File: src/rtl/sew_pkg.sv
// Shared types for the sector erase window.
// Assumes nothing beyond IEEE 1800-2017 packages.
package sew_pkg;
    typedef enum logic [1:0] {
        ST_IDLE   = 2'd0,
        ST_WINDOW = 2'd1,
        ST_SECT   = 2'd2,
        ST_CHIP   = 2'd3
    } sew_state_t;
endpackage

File: src/rtl/sew_timer.sv
// Restartable down-counter for the accumulation window.
// A load reloads the full time-out. While run is high the counter
// counts down to zero. Expire flags the cycle at zero with no reload.
// Assumes TIMEOUT >= 2.
module sew_timer #(
    parameter int TIMEOUT = 16,
    localparam int CW = $clog2(TIMEOUT)
) (
    input  logic clk,
    input  logic rst_n,
    input  logic load,
    input  logic run,
    output logic expire
);
    logic [CW-1:0] cnt;

    // Reload on each accepted command, otherwise count down in the window.
    always_ff @(posedge clk) begin
        if (!rst_n)
            cnt <= '0;
        else if (load)
            cnt <= CW'(TIMEOUT - 1);
        else if (run && cnt != '0)
            cnt <= cnt - 1'b1;
    end

    // Window ends when the count is exhausted and no reload arrives.
    always_comb expire = run && !load && (cnt == '0);

    AST_RELOAD_FULL: assert property (@(posedge clk) disable iff (!rst_n)
        load |=> cnt == CW'(TIMEOUT - 1));
    AST_COUNT_STEP: assert property (@(posedge clk) disable iff (!rst_n)
        (run && !load && cnt != '0) |=> cnt == $past(cnt) - 1'b1);
endmodule

File: src/rtl/sew_mask.sv
// Pending sector set, one bit per sector.
// Add ORs in the decoded sector, set_all marks every sector, clear empties.
// Assumes the controller never asserts add and clear together.
module sew_mask #(
    parameter int NUM = 8,
    localparam int IW = $clog2(NUM)
) (
    input  logic           clk,
    input  logic           rst_n,
    input  logic           add,
    input  logic [IW-1:0]  idx,
    input  logic           set_all,
    input  logic           clear,
    output logic [NUM-1:0] mask
);
    logic [NUM-1:0] hit;

    // One-hot decode of the addressed sector.
    for (genvar g = 0; g < NUM; g++) begin : g_dec
        assign hit[g] = (idx == IW'(g));
    end

    // Update the pending set from the controller's requests.
    always_ff @(posedge clk) begin
        if (!rst_n || clear)
            mask <= '0;
        else if (set_all)
            mask <= '1;
        else if (add)
            mask <= mask | hit;
    end

    AST_ADD_SETS_BIT: assert property (@(posedge clk) disable iff (!rst_n)
        (add && !clear) |=> (mask & $past(hit)) == $past(hit));
    AST_ADD_KEEPS_OLD: assert property (@(posedge clk) disable iff (!rst_n)
        (add && !clear) |=> (mask & $past(mask)) == $past(mask));
endmodule

File: src/rtl/sew_ctrl.sv
// Command sequencer for the erase window.
// Decides which command is accepted in each state and drives the timer
// and mask, plus the registered flag, start and ignored outputs.
// Assumes the command strobes are one-hot. Priority otherwise:
// reset, then suspend, then chip erase, then sector erase.
module sew_ctrl
    import sew_pkg::*;
(
    input  logic clk,
    input  logic rst_n,
    input  logic cmd_se,
    input  logic cmd_ce,
    input  logic cmd_sus,
    input  logic cmd_rst,
    input  logic erase_done,
    input  logic expire,
    output logic timer_load,
    output logic timer_run,
    output logic mask_add,
    output logic mask_set_all,
    output logic mask_clear,
    output logic erase_flag,
    output logic erase_start,
    output logic cmd_ignored
);
    sew_state_t state, state_n;
    logic start_n, ign_n;

    // Next-state and request decode per state.
    always_comb begin
        state_n      = state;
        timer_load   = 1'b0;
        mask_add     = 1'b0;
        mask_set_all = 1'b0;
        mask_clear   = 1'b0;
        start_n      = 1'b0;
        ign_n        = 1'b0;
        timer_run    = (state == ST_WINDOW);
        case (state)
            ST_IDLE: begin
                if (cmd_rst) begin
                    state_n = ST_IDLE;
                end else if (cmd_sus) begin
                    ign_n = 1'b1;
                end else if (cmd_ce) begin
                    mask_set_all = 1'b1;
                    start_n      = 1'b1;
                    state_n      = ST_CHIP;
                end else if (cmd_se) begin
                    mask_add   = 1'b1;
                    timer_load = 1'b1;
                    state_n    = ST_WINDOW;
                end
            end
            ST_WINDOW: begin
                if (cmd_rst) begin
                    mask_clear = 1'b1;
                    state_n    = ST_IDLE;
                end else if (cmd_se && !cmd_sus && !cmd_ce) begin
                    mask_add   = 1'b1;
                    timer_load = 1'b1;
                end else begin
                    ign_n = cmd_sus || cmd_ce;
                    if (expire) begin
                        start_n = 1'b1;
                        state_n = ST_SECT;
                    end
                end
            end
            default: begin
                ign_n = cmd_se || cmd_ce || cmd_rst;
                if (erase_done) begin
                    mask_clear = 1'b1;
                    state_n    = ST_IDLE;
                end
            end
        endcase
    end

    // State and registered outputs.
    always_ff @(posedge clk) begin
        if (!rst_n) begin
            state       <= ST_IDLE;
            erase_flag  <= 1'b0;
            erase_start <= 1'b0;
            cmd_ignored <= 1'b0;
        end else begin
            state       <= state_n;
            erase_flag  <= (state_n == ST_SECT);
            erase_start <= start_n;
            cmd_ignored <= ign_n;
        end
    end

    AST_FLAG_FROM_WINDOW: assert property (@(posedge clk) disable iff (!rst_n)
        $rose(erase_flag) |-> $past(state) == ST_WINDOW);
    AST_START_ONE_CYCLE: assert property (@(posedge clk) disable iff (!rst_n)
        erase_start |=> !erase_start);
    AST_LOCKOUT: assert property (@(posedge clk) disable iff (!rst_n)
        (state == ST_SECT && (cmd_se || cmd_ce || cmd_rst)) |=> cmd_ignored);
    AST_SUSPEND_TAKEN: assert property (@(posedge clk) disable iff (!rst_n)
        (state == ST_SECT && cmd_sus && !cmd_se && !cmd_ce && !cmd_rst) |=> !cmd_ignored);
    AST_CHIP_NO_FLAG: assert property (@(posedge clk) disable iff (!rst_n)
        state == ST_CHIP |-> !erase_flag);
    AST_RESET_NO_START: assert property (@(posedge clk) disable iff (!rst_n)
        (state == ST_WINDOW && cmd_rst) |=> (!erase_start && !erase_flag));
    AST_IDLE_SUSPEND_IGN: assert property (@(posedge clk) disable iff (!rst_n)
        (state == ST_IDLE && cmd_sus && !cmd_rst) |=> cmd_ignored);
endmodule

File: src/rtl/sector_erase_window.sv
// Sector erase accumulation window: top level.
// Joins the sequencer, the restartable timer and the pending mask.
// Assumes decoded, single-cycle command strobes and a synchronous
// active-low reset. The erase engine reports completion on erase_done.
module sector_erase_window #(
    parameter int NUM_SECTORS    = 8,
    parameter int TIMEOUT_CYCLES = 16,
    localparam int IDX_W = $clog2(NUM_SECTORS)
) (
    input  logic                   clk,
    input  logic                   rst_n,
    input  logic                   cmd_sector_erase,
    input  logic                   cmd_chip_erase,
    input  logic                   cmd_suspend,
    input  logic                   cmd_reset,
    input  logic [IDX_W-1:0]       sector_idx,
    input  logic                   erase_done,
    output logic [NUM_SECTORS-1:0] pend_mask,
    output logic                   erase_flag,
    output logic                   erase_start,
    output logic                   cmd_ignored
);
    logic expire, timer_load, timer_run;
    logic mask_add, mask_set_all, mask_clear;

    sew_ctrl u_ctrl (
        .clk          (clk),
        .rst_n        (rst_n),
        .cmd_se       (cmd_sector_erase),
        .cmd_ce       (cmd_chip_erase),
        .cmd_sus      (cmd_suspend),
        .cmd_rst      (cmd_reset),
        .erase_done   (erase_done),
        .expire       (expire),
        .timer_load   (timer_load),
        .timer_run    (timer_run),
        .mask_add     (mask_add),
        .mask_set_all (mask_set_all),
        .mask_clear   (mask_clear),
        .erase_flag   (erase_flag),
        .erase_start  (erase_start),
        .cmd_ignored  (cmd_ignored)
    );

    sew_timer #(.TIMEOUT(TIMEOUT_CYCLES)) u_timer (
        .clk    (clk),
        .rst_n  (rst_n),
        .load   (timer_load),
        .run    (timer_run),
        .expire (expire)
    );

    sew_mask #(.NUM(NUM_SECTORS)) u_mask (
        .clk     (clk),
        .rst_n   (rst_n),
        .add     (mask_add),
        .idx     (sector_idx),
        .set_all (mask_set_all),
        .clear   (mask_clear),
        .mask    (pend_mask)
    );

    AST_DONE_CLEARS: assert property (@(posedge clk) disable iff (!rst_n)
        (erase_done && erase_flag) |=> (pend_mask == '0 && !erase_flag));
    AST_FLAG_HAS_SECTORS: assert property (@(posedge clk) disable iff (!rst_n)
        erase_flag |-> pend_mask != '0);
endmodule

File: config.mk
export PLATFORM = sky130hd
export DESIGN_NAME = sector_erase_window
export DESIGN_NICKNAME = d
export VERILOG_FILES = /design/src/rtl/sew_pkg.sv /design/src/rtl/sew_timer.sv /design/src/rtl/sew_mask.sv /design/src/rtl/sew_ctrl.sv /design/src/rtl/sector_erase_window.sv
export SDC_FILE = /design/constraint.sdc
export NUM_CORES = 1
export LEC_CHECK = 0
export CAP_MARGIN = 20
export CORE_AREA = 2 2 39 41
export DETAILED_ROUTE_END_ITERATION = 8
export DIE_AREA = 0 0 41 43
export DONT_BUFFER_PORTS = 1
export PLACE_DENSITY = 0.77
export REMOVE_ABC_BUFFERS = 1
export SETUP_SLACK_MARGIN = 0.02
export SLEW_MARGIN = 0
export SYNTH_ARGS = -nofsm -noshare
export SYNTH_HDL_FRONTEND = slang
export SYNTH_SLANG_ARGS = --single-unit
File: constraint.sdc
create_clock -name clk -period 2.9 [get_ports clk]
set_clock_uncertainty 0.15 [all_clocks]
set_input_delay 0.87 -clock clk [delete_from_list [all_inputs] [get_ports clk]]
set_output_delay 0.87 -clock clk [all_outputs]
set_load 0.1 [all_outputs]
==> metrics.yaml <==
grtUsageTotal: 0.235
clk-insertion-delay-late_ps: 290
finalWirelength_um: 1730
final_core_util: 0.668
cp_data_arrival_time_ps: 2150
timing.final.crit_share: 0.709
netlist_area_um2: 812
worst-path-max-fanout: 7
hpwl_um: 1310
start_util: 0.587
rsz0062_at_grt: "no"
slew_viol_final: 0
grt_antenna_before_repair: 0
synth-edff-count: 0
setup_viol: 0
ioPinCount: 21
drive_gt1_frac: 0.165
seq_area_um2: 340
p_leak_uw: 0.000355
antenna_cells: 0
grt_pass1_vias: 696
die-height_um: 43
drv_cap: 0
routedWlPerCell_um: 14.5
outcome: "finished, final reports clean"
power-per-cell-area_mw_per_mm2: 554
grt_first_pass_wirelength_um: 2830
yosysSeqAreaShare: 0.419
drtIter0Drc: 22
most-common-layout-cells: "dfxtp_1 (17), a21oi_1 (12), buf_4 (12), nor2_1 (8)"
critPathCaptureType: "flop"
final_common_cell: "dfxtp_1"
drc: 0
num_rows: 14
reg2reg_to: "u_ctrl.erase_flag"
placed_cells: 115
fillers: 108
die_area_mm2: 0.00176
grt-ovfl-total: 0
crit_path_start_kind: "input pin"
cts_hold_buf: 0
r2r_start: "u_timer.cnt[0]"
cts.repair.resized: 0
drtAntennaViolNets: 0
fin_cells: 119
slew_headroom: 0.732
yosysUniqueCellTypes: 35
vias: 742
min_path_cells: 2
vias_per_cell: 6.24
tightestPinTransition_ps: 402
hold_start: "u_mask.mask[7]"
io_buffers: 0
clock-root-buffer: "clkbuf_4"
ir_drop_uv: 317
fmax_mhz: 487
slowest_stage: "or4b_1"
clk_path_buf_depth: 2
hold_class: "reg2reg"
whs_endpoint: "u_mask.mask[7]"
core_area_mm2: 0.00138
syn_inst: 91
die_w_um: 41
synth_ff_type: "dfxtp_1"
period_needed_ps: 2060
yosys_warnings: 0
fin_area_um2: 925
required_ps: 2990
total_power_uw: 512
avgSynthCellArea_um2: 8.92
regToRegSetupSlack_ps: 890
reg2regPathDepth: 6
multiInputGateArea_um2: 433
htree_num_levels: 1
ys_seq_elements: 17
critPathKind: "in2reg"
crit_path_cell_trace: "or2_1 > or4b_1 > nor4b_1 > o31a_1"
cts_setup_buffers: 0
first_pass_iters: 5
grt_max_degree: 11
nets: 116
cts.sinks: 17
cts_tree: "built"
cts_buffers: 3
routabilityCongestion: 0.821
postPlaceCellArea_um2: 898
synthArstFlopShare: 0
area_delta_synth_final_pct: 13.9
crit_path_max_incr_delay_ps: 600
cts.reportedPaths.clkPinSlew_ps: 90
setup_tns_ps: 0
hold_viol: 0
==> area by class of cell <==
type                       instances  share of cell area
multi-input combinational         66               0.468
sequential                        17               0.368
timing repair buffer              12              0.0974
clock buffer                       4              0.0284
tap                               16              0.0217
inverter                           4              0.0162
==> state kept, by name, summed over array words and instances (netlist names) <==
name                flops
u_ctrl.cmd_ignored      1
u_ctrl.erase_flag       1
u_ctrl.erase_start      1
u_ctrl.state            2
u_mask.mask             8
u_timer.cnt             4
==> critical path, delay by kind of cell <==
kind / cells / cell delay (ps)
simple gates: 3 / 1130
compound gates: 1 / 150
==> worst max path at each step <==
stage,cells after the start,slack (ps),start,end
global placement,4,590,cmd_reset,u_mask.mask[2]
detailed placement,4,550,cmd_reset,u_mask.mask[2]
floorplan,4,650,cmd_reset,u_mask.mask[2]
CTS,4,840,cmd_reset,u_mask.mask[2]
global route,6,770,u_timer.cnt[1],u_ctrl.erase_flag
finish,4,840,cmd_reset,u_mask.mask[2]
==> metrics by stage <==
step | worst slack, ps | hold slack, ps
2_1_floorplan | 647 | 367
3_3_place_gp | 592 | 351
3_5_place_dp | 548 | 354
4_1_cts | 840 | 366
5_1_grt | 770 | 411
6_report | 845 | 361
==> synthesized netlist by cell type, types with 2 or more instances <==
cell type  number  share of area
and2_1          3          0.023
nor4b_1         2          0.022
nor2_1          8          0.037
dfxtp_1        17           0.42
o21ai_0         2          0.012
nor3_1          2          0.012
nor4_1          4          0.031
nand2_1         4          0.018
o31a_1          4          0.043
a21oi_1        12          0.074
clkbuf_1        2         0.0092
inv_1           4          0.018
ha_1            2          0.031
nand4b_1        3          0.032
mux2i_1         2          0.025
==> cells by family after synthesis <==
kind of cell,Yosys count,share of synthesized area
and+or+nand+nor,38,0.291
AOI/OAI and AO/OA,23,0.176
DFF,17,0.419
buffers and inverters,8,0.0478
muxes,2,0.0247
adders and majority gates,2,0.0308
xor gates and xnor gates,1,0.0108
==> per-layer routing <==
| layer | track usage | share of wire | vias up |
|---|---|---|---|
| li1 | - | - | 360 |
| met1 | 0.289 | 0.41 | 352 |
| met2 | 0.372 | 0.52 | 26 |
| met3 | 0.0576 | 0.063 | 4 |
| met4 | 0.100 | 0.014 | 0 |
| met5 | 0 | 0 | - |
==> power breakdown <==
| part | internal, uW | switching, uW | total, uW |
|---|---|---|---|
| Combinational | 35.3 | 95.1 | 130 |
| Sequential | 247 | 8.61 | 255 |
| Clock | 53.6 | 72.4 | 126 |
| Total | 336 | 176 | 512 |
(Power assumes the default switching activity.)
